==> config.mk <==
export PLATFORM = sky130hd
export DESIGN_NAME = dispatch_alu
export DESIGN_NICKNAME = d
export VERILOG_FILES = /design/src/rtl/alu_ops_pkg.sv /design/src/rtl/alu_op_decode.sv /design/src/rtl/alu_imm_map.sv /design/src/rtl/alu_core.sv /design/src/rtl/dispatch_alu.sv
export SDC_FILE = /design/constraint.sdc
export NUM_CORES = 1
export LEC_CHECK = 0
export BUFFER_PORTS_ARGS = -buffer_cell sky130_fd_sc_hd__buf_2
export CORE_MARGIN = 3
export CORE_UTILIZATION = 40
export DETAILED_ROUTE_END_ITERATION = 8
export PLACE_DENSITY = 0.66
export SLEW_MARGIN = 20
export SYNTH_ARGS = -nofsm -noshare
export SYNTH_HDL_FRONTEND = slang
export SYNTH_SLANG_ARGS = --single-unit
export TNS_END_PERCENT = 10
==> constraint.sdc <==
create_clock -name vclk -period 4.8
set_input_delay 0.72 -clock vclk [all_inputs]
set_output_delay 0.72 -clock vclk [all_outputs]
set_load 0.01 [all_outputs]
==> src/rtl/alu_ops_pkg.sv <==
package alu_ops_pkg;
    localparam int OP_W  = 4;
    localparam int FN_W  = 6;

    typedef enum logic [OP_W-1:0] {
        OP_NONE  = 4'd0,
        OP_DISP  = 4'd1,
        OP_ADD   = 4'd2,
        OP_SUB   = 4'd3,
        OP_AND   = 4'd4,
        OP_OR    = 4'd5,
        OP_NOR   = 4'd6,
        OP_SLT   = 4'd7,
        OP_SLL   = 4'd8,
        OP_SRL   = 4'd9,
        OP_PASSA = 4'd10
    } op_e;

    localparam logic [FN_W-1:0] FN_SLL = 6'h00;
    localparam logic [FN_W-1:0] FN_SRL = 6'h02;
    localparam logic [FN_W-1:0] FN_ADD = 6'h20;
    localparam logic [FN_W-1:0] FN_SUB = 6'h22;
    localparam logic [FN_W-1:0] FN_AND = 6'h24;
    localparam logic [FN_W-1:0] FN_OR  = 6'h25;
    localparam logic [FN_W-1:0] FN_NOR = 6'h27;
    localparam logic [FN_W-1:0] FN_SLT = 6'h2A;

    localparam logic [FN_W-1:0] IMM_ADD = 6'h08;
    localparam logic [FN_W-1:0] IMM_AND = 6'h0C;
    localparam logic [FN_W-1:0] IMM_OR  = 6'h0D;

    typedef struct packed {
        op_e  op;
        logic bad;
    } dec_t;
endpackage

==> src/rtl/alu_op_decode.sv <==
module alu_op_decode
    import alu_ops_pkg::*;
(
    input  logic [OP_W-1:0] master_op,
    input  logic [FN_W-1:0] funct,
    output op_e             exec_op,
    output logic            bad_op
);
    dec_t dec_d;

    always_comb begin
        dec_d = '{op: OP_NONE, bad: 1'b0};
        if (master_op == OP_DISP) begin
            unique case (funct)
                FN_ADD:  dec_d.op = OP_ADD;
                FN_SUB:  dec_d.op = OP_SUB;
                FN_AND:  dec_d.op = OP_AND;
                FN_OR:   dec_d.op = OP_OR;
                FN_NOR:  dec_d.op = OP_NOR;
                FN_SLT:  dec_d.op = OP_SLT;
                FN_SLL:  dec_d.op = OP_SLL;
                FN_SRL:  dec_d.op = OP_SRL;
                default: dec_d.bad = 1'b1;
            endcase
        end else if (master_op > OP_PASSA) begin
            dec_d.bad = 1'b1;
        end else begin
            dec_d.op = op_e'(master_op);
        end
    end

    assign exec_op = dec_d.op;
    assign bad_op  = dec_d.bad;

    // r2 / r8: a resolved operation is never the dispatch code itself
    always_comb begin
        a_r2_resolved: assert (exec_op != OP_DISP);
    end
endmodule

==> src/rtl/alu_imm_map.sv <==
module alu_imm_map
    import alu_ops_pkg::*;
(
    input  logic [FN_W-1:0] opcode,
    output logic [OP_W-1:0] imm_op
);
    op_e map_d;

    always_comb begin
        unique case (opcode)
            IMM_ADD: map_d = OP_ADD;
            IMM_AND: map_d = OP_AND;
            IMM_OR:  map_d = OP_OR;
            default: map_d = OP_NONE;
        endcase
    end

    assign imm_op = map_d;

    // the map only ever yields none, add, and, or
    always_comb begin
        a_r7_imm_range: assert (map_d == OP_NONE || map_d == OP_ADD ||
                                map_d == OP_AND  || map_d == OP_OR);
    end
endmodule

==> src/rtl/alu_core.sv <==
module alu_core
    import alu_ops_pkg::*;
#(
    parameter int WIDTH   = 32,
    parameter int SHAMT_W = $clog2(WIDTH)
) (
    input  op_e                op,
    input  logic [WIDTH-1:0]   a,
    input  logic [WIDTH-1:0]   b,
    input  logic [SHAMT_W-1:0] shamt,
    output logic [WIDTH-1:0]   res
);
    logic [WIDTH-1:0] res_d;
    logic             lt_d;

    always_comb begin
        lt_d = ($signed(a) < $signed(b));
        case (op)
            OP_ADD:   res_d = a + b;
            OP_SUB:   res_d = a - b;
            OP_AND:   res_d = a & b;
            OP_OR:    res_d = a | b;
            OP_NOR:   res_d = ~(a | b);
            OP_SLT:   res_d = {{(WIDTH-1){1'b0}}, lt_d};
            OP_SLL:   res_d = b << shamt;
            OP_SRL:   res_d = b >> shamt;
            OP_PASSA: res_d = a;
            default:  res_d = '0;
        endcase
    end

    assign res = res_d;

    // slt yields only 0 or 1
    always_comb begin
        if (op == OP_SLT) a_r3_slt_bool: assert (res[WIDTH-1:1] == '0);
    end

    // a logical right shift by a non-zero amount clears the top bit
    always_comb begin
        if (op == OP_SRL && shamt != '0) a_r4_srl_fill: assert (res[WIDTH-1] == 1'b0);
    end
endmodule

==> src/rtl/dispatch_alu.sv <==
module dispatch_alu
    import alu_ops_pkg::*;
#(
    parameter int WIDTH   = 32,
    parameter int SHAMT_W = $clog2(WIDTH)
) (
    input  logic [3:0]         master_op,
    input  logic [5:0]         funct,
    input  logic [SHAMT_W-1:0] shamt,
    input  logic [WIDTH-1:0]   opnd_a,
    input  logic [WIDTH-1:0]   opnd_b,
    input  logic [5:0]         imm_opcode,
    output logic [WIDTH-1:0]   result,
    output logic               zero,
    output logic               illegal,
    output logic [3:0]         imm_op
);
    op_e exec_op;

    alu_op_decode u_dec (
        .master_op (master_op),
        .funct     (funct),
        .exec_op   (exec_op),
        .bad_op    (illegal)
    );

    alu_core #(.WIDTH(WIDTH), .SHAMT_W(SHAMT_W)) u_core (
        .op    (exec_op),
        .a     (opnd_a),
        .b     (opnd_b),
        .shamt (shamt),
        .res   (result)
    );

    alu_imm_map u_imm (
        .opcode (imm_opcode),
        .imm_op (imm_op)
    );

    assign zero = (result == '0);

    // an illegal request never leaks a non-zero result
    always_comb begin
        if (illegal) a_r8_illegal_zero: assert (result == '0);
    end

    // pass-A echoes A, none gives zero
    always_comb begin
        if (master_op == OP_PASSA) a_r5_pass_a: assert (result == opnd_a);
        if (master_op == OP_NONE)  a_r5_none: assert (result == '0 && !illegal);
    end
endmodule

==> summary.md <==
| Metric | Value |
|---|---|
| Area leader, netlist | `ha_1` |
| Placed Area | `13200 um2` |
| GR Overflow Total | `0` |
| Slew Limit Headroom | `0.425` |
| Final-report hold violation count | `0` |
| GP Congestion | `1.05` |
| Maximum vdd drop | `0.0651 mV` |
| Core area | `23100 um2` |
| Critical path's top delay family | `compound AO/OA/AOI/OAI gates` |
| Total GRT Usage | `0.391` |
| Maximum clock frequency | `202 MHz` |
| Setup crit start kind | `primary input` |
| Crit Path Max Fanout | `7` |
| Row count | `55` |
| Slowest CP cell | `a211o_1` |
| Synthesized instance count | `1385` |
| Seq/Total Area, Yosys | `0` |
| Avg Inst Size Synth | `6.91 um2` |
| Fin nets | `2016` |
| Final period util | `1.03` |
| Critical path's most frequent cell | `buf_4` |
| Post-synth top cells | `114 x a21oi_1, 113 x nor2_1, 112 x nand2_1, 104 x inv_1, 96 x ha_1` |
| Area delta synth->final | `47.3%` |
| Worst Max-Slew Pin Slew | `0.856 ns` |
| Antenna Violating Nets Remaining | `0` |
| Via density | `6.61` |
| Synth top area share | `0.125` |
| # clk buffers | `0` |
| LEAKAGE | `6.46 nW` |
| Largest net degree at the start of global routing | `26` |
| Initial antenna violation count | `0` |
| Most numerous cell in the Yosys netlist | `a21oi_1` |
| Die X | `161 um` |
| Synth cell types | `88` |
| Buf/Inv on CP | `5` |
| MaxCap Viol Count | `0` |
| Post-DP HPWL | `44600 um` |
| Slew Viols, Final | `0` |
| Power Dens Cells | `140 nW/um2` |
| Share of layout cells above drive strength 1 | `0.398` |
| FILL cells | `2170` |
| Worst-path cell chain | `buf_2 -> and3b_1 -> a211oi_2 -> buf_4 -> o21ai_2 -> buf_4 -> and3_2 -> a22o_1 -> a211o_1 -> a311oi_2 -> buf_4 -> o211ai_1 -> nor4_2 -> and4_4 -> and3_4 -> buf_6` |
| Reg area | `0 um2` |
| Crit end category | `output port` |
| Crit path arrival time | `4.24 ns` |
| Critical path origin | `funct[0]` |
| Port bufs | `122` |
| First-pass GRT wire length | `79500 um` |
| Full die area | `25800 um2` |
| Clock share of power | `0` |
| Worst setup margin | `-0.155 ns` |
| DRC viols | `0` |
| I/O pins | `123` |
| Area contributors post-synth | `ha_1 13%, mux4_2 8.0%, a21oi_1 6.0%` |
| Sequential share of power | `0` |
| FFs & Latches | `0` |
| Syn. warnings | `0` |
| Routed WL | `54500 um` |
| WS Path Type | `primary input to output port` |
| Crit. path cell count | `16` |
| Failing checks | `negative setup slack` |
| Die height | `161 um` |
| Endpoints failing setup | `1` |
| TNS Setup | `-0.155 ns` |
| Worst slack at placement | `-0.599 ns` |
| Via count | `14181` |
| CP Data Required Time | `4.08 ns` |
| Worst hold slack | `1.69 ns` |
| RSZ-0062 raised after global routing | `yes` |
| Switch share | `0.557` |
| Hold Path Depth | `3` |
| Combinational Power Share | `1.000` |
| Vias in the first global route | `12961` |
| Internal Power | `0.000878 W` |
| Worst Min Path Start | `imm_opcode[0]` |
| Status | `finished, violations left` |
| Post-route cell area | `14100 um2` |
| Routed WL per cell | `25.4 um` |
| Starting Density | `0.415` |
| Worst Hold Class | `primary input to output port` |
| Post-Syn Area | `9570 um2` |
| Number of DRC markers in iteration 0 | `2248` |
| Sw power | `0.00110 W` |
| Initial DRT Pass Iterations | `7` |
| Diodes inserted | `0` |
| Max incr delay on CP | `0.32 ns` |
| Fin crit period | `4.96 ns` |
| Synthesized net count | `1568` |
[worst min-delay path: cells and delay by family]
| kind | cells | cell delay (ns) |
|---|---|---|
| buf+inv | 2 | 0.21 |
| simple gates | 1 | 0.04 |
[cells by family after synthesis]
logic type | after synthesis | synth area share
compound gates | 532 | 0.387
mux | 113 | 0.167
other cells | 1 | 0.000392
buf+inv | 201 | 0.0869
xor+xnor | 13 | 0.0119
simple gates | 427 | 0.217
fa+ha+maj | 98 | 0.130
[path summary, 6_finish.rpt]
| check | endpoint | slack (ns) |
|---|---|---|
| hold / removal | imm_op[1] | 1.69 |
| setup / recovery | zero | -0.16 |
[metrics by stage]
step	utilization	cells	power, W
3_3_place_gp	0.571	2111	0.00174
4_1_cts	0.590	2131	0.00182
6_report	0.612	2144	0.00198
5_1_grt	0.612	2144	0.00207
3_5_place_dp	0.571	2111	0.00174
2_1_floorplan	-	1385	0.000878
[layout by cell type (no fill, tap or decap), types with 28 or more instances in the layout]
cell / instances
nor3_1: 38
ha_1: 87
nor2_1: 112
mux4_2: 34
o22ai_1: 28
inv_1: 100
mux2i_1: 45
nand2_1: 109
o21ai_0: 72
buf_2: 114
o211ai_1: 33
nand3_1: 39
buf_4: 401
mux2_2: 33
a21oi_1: 108
[power groups by stage]
stage          combinational (W)  clock (W)  sequential, W
3_5_place_dp             0.00174          0              0
5_1_grt                  0.00207          0              0
4_1_cts                  0.00182          0              0
3_3_place_gp             0.00174          0              0
6_report                 0.00198          0              0
2_1_floorplan           0.000878          0              0
[final cells by class]
class,count,area [um2],share of cell area
multi-input cells,1184,9360,0.664
repair buffers,538,3920,0.278
inverters,109,429,0.0304
well taps,313,392,0.0278
[routing by layer]
layer	vias to the layer above	global-route usage	share of wire	routed length [um]
li1	6235	-	-	-
met1	6671	0.560	0.40	22100
met2	1077	0.606	0.43	23600
met3	198	0.0647	0.12	6560
met4	0	0.108	0.042	2280
met5	-	0	0	0
[timing repair]
item	in CTS	in global routing
hold endpoints to repair	0	0
endpoints found under the setup margin	3	2
resized for setup	69	94
pin swaps	36	48
hold buffers	0	0
buffers inserted	20	15
Note: power is estimated with default switching activity, not from simulation.
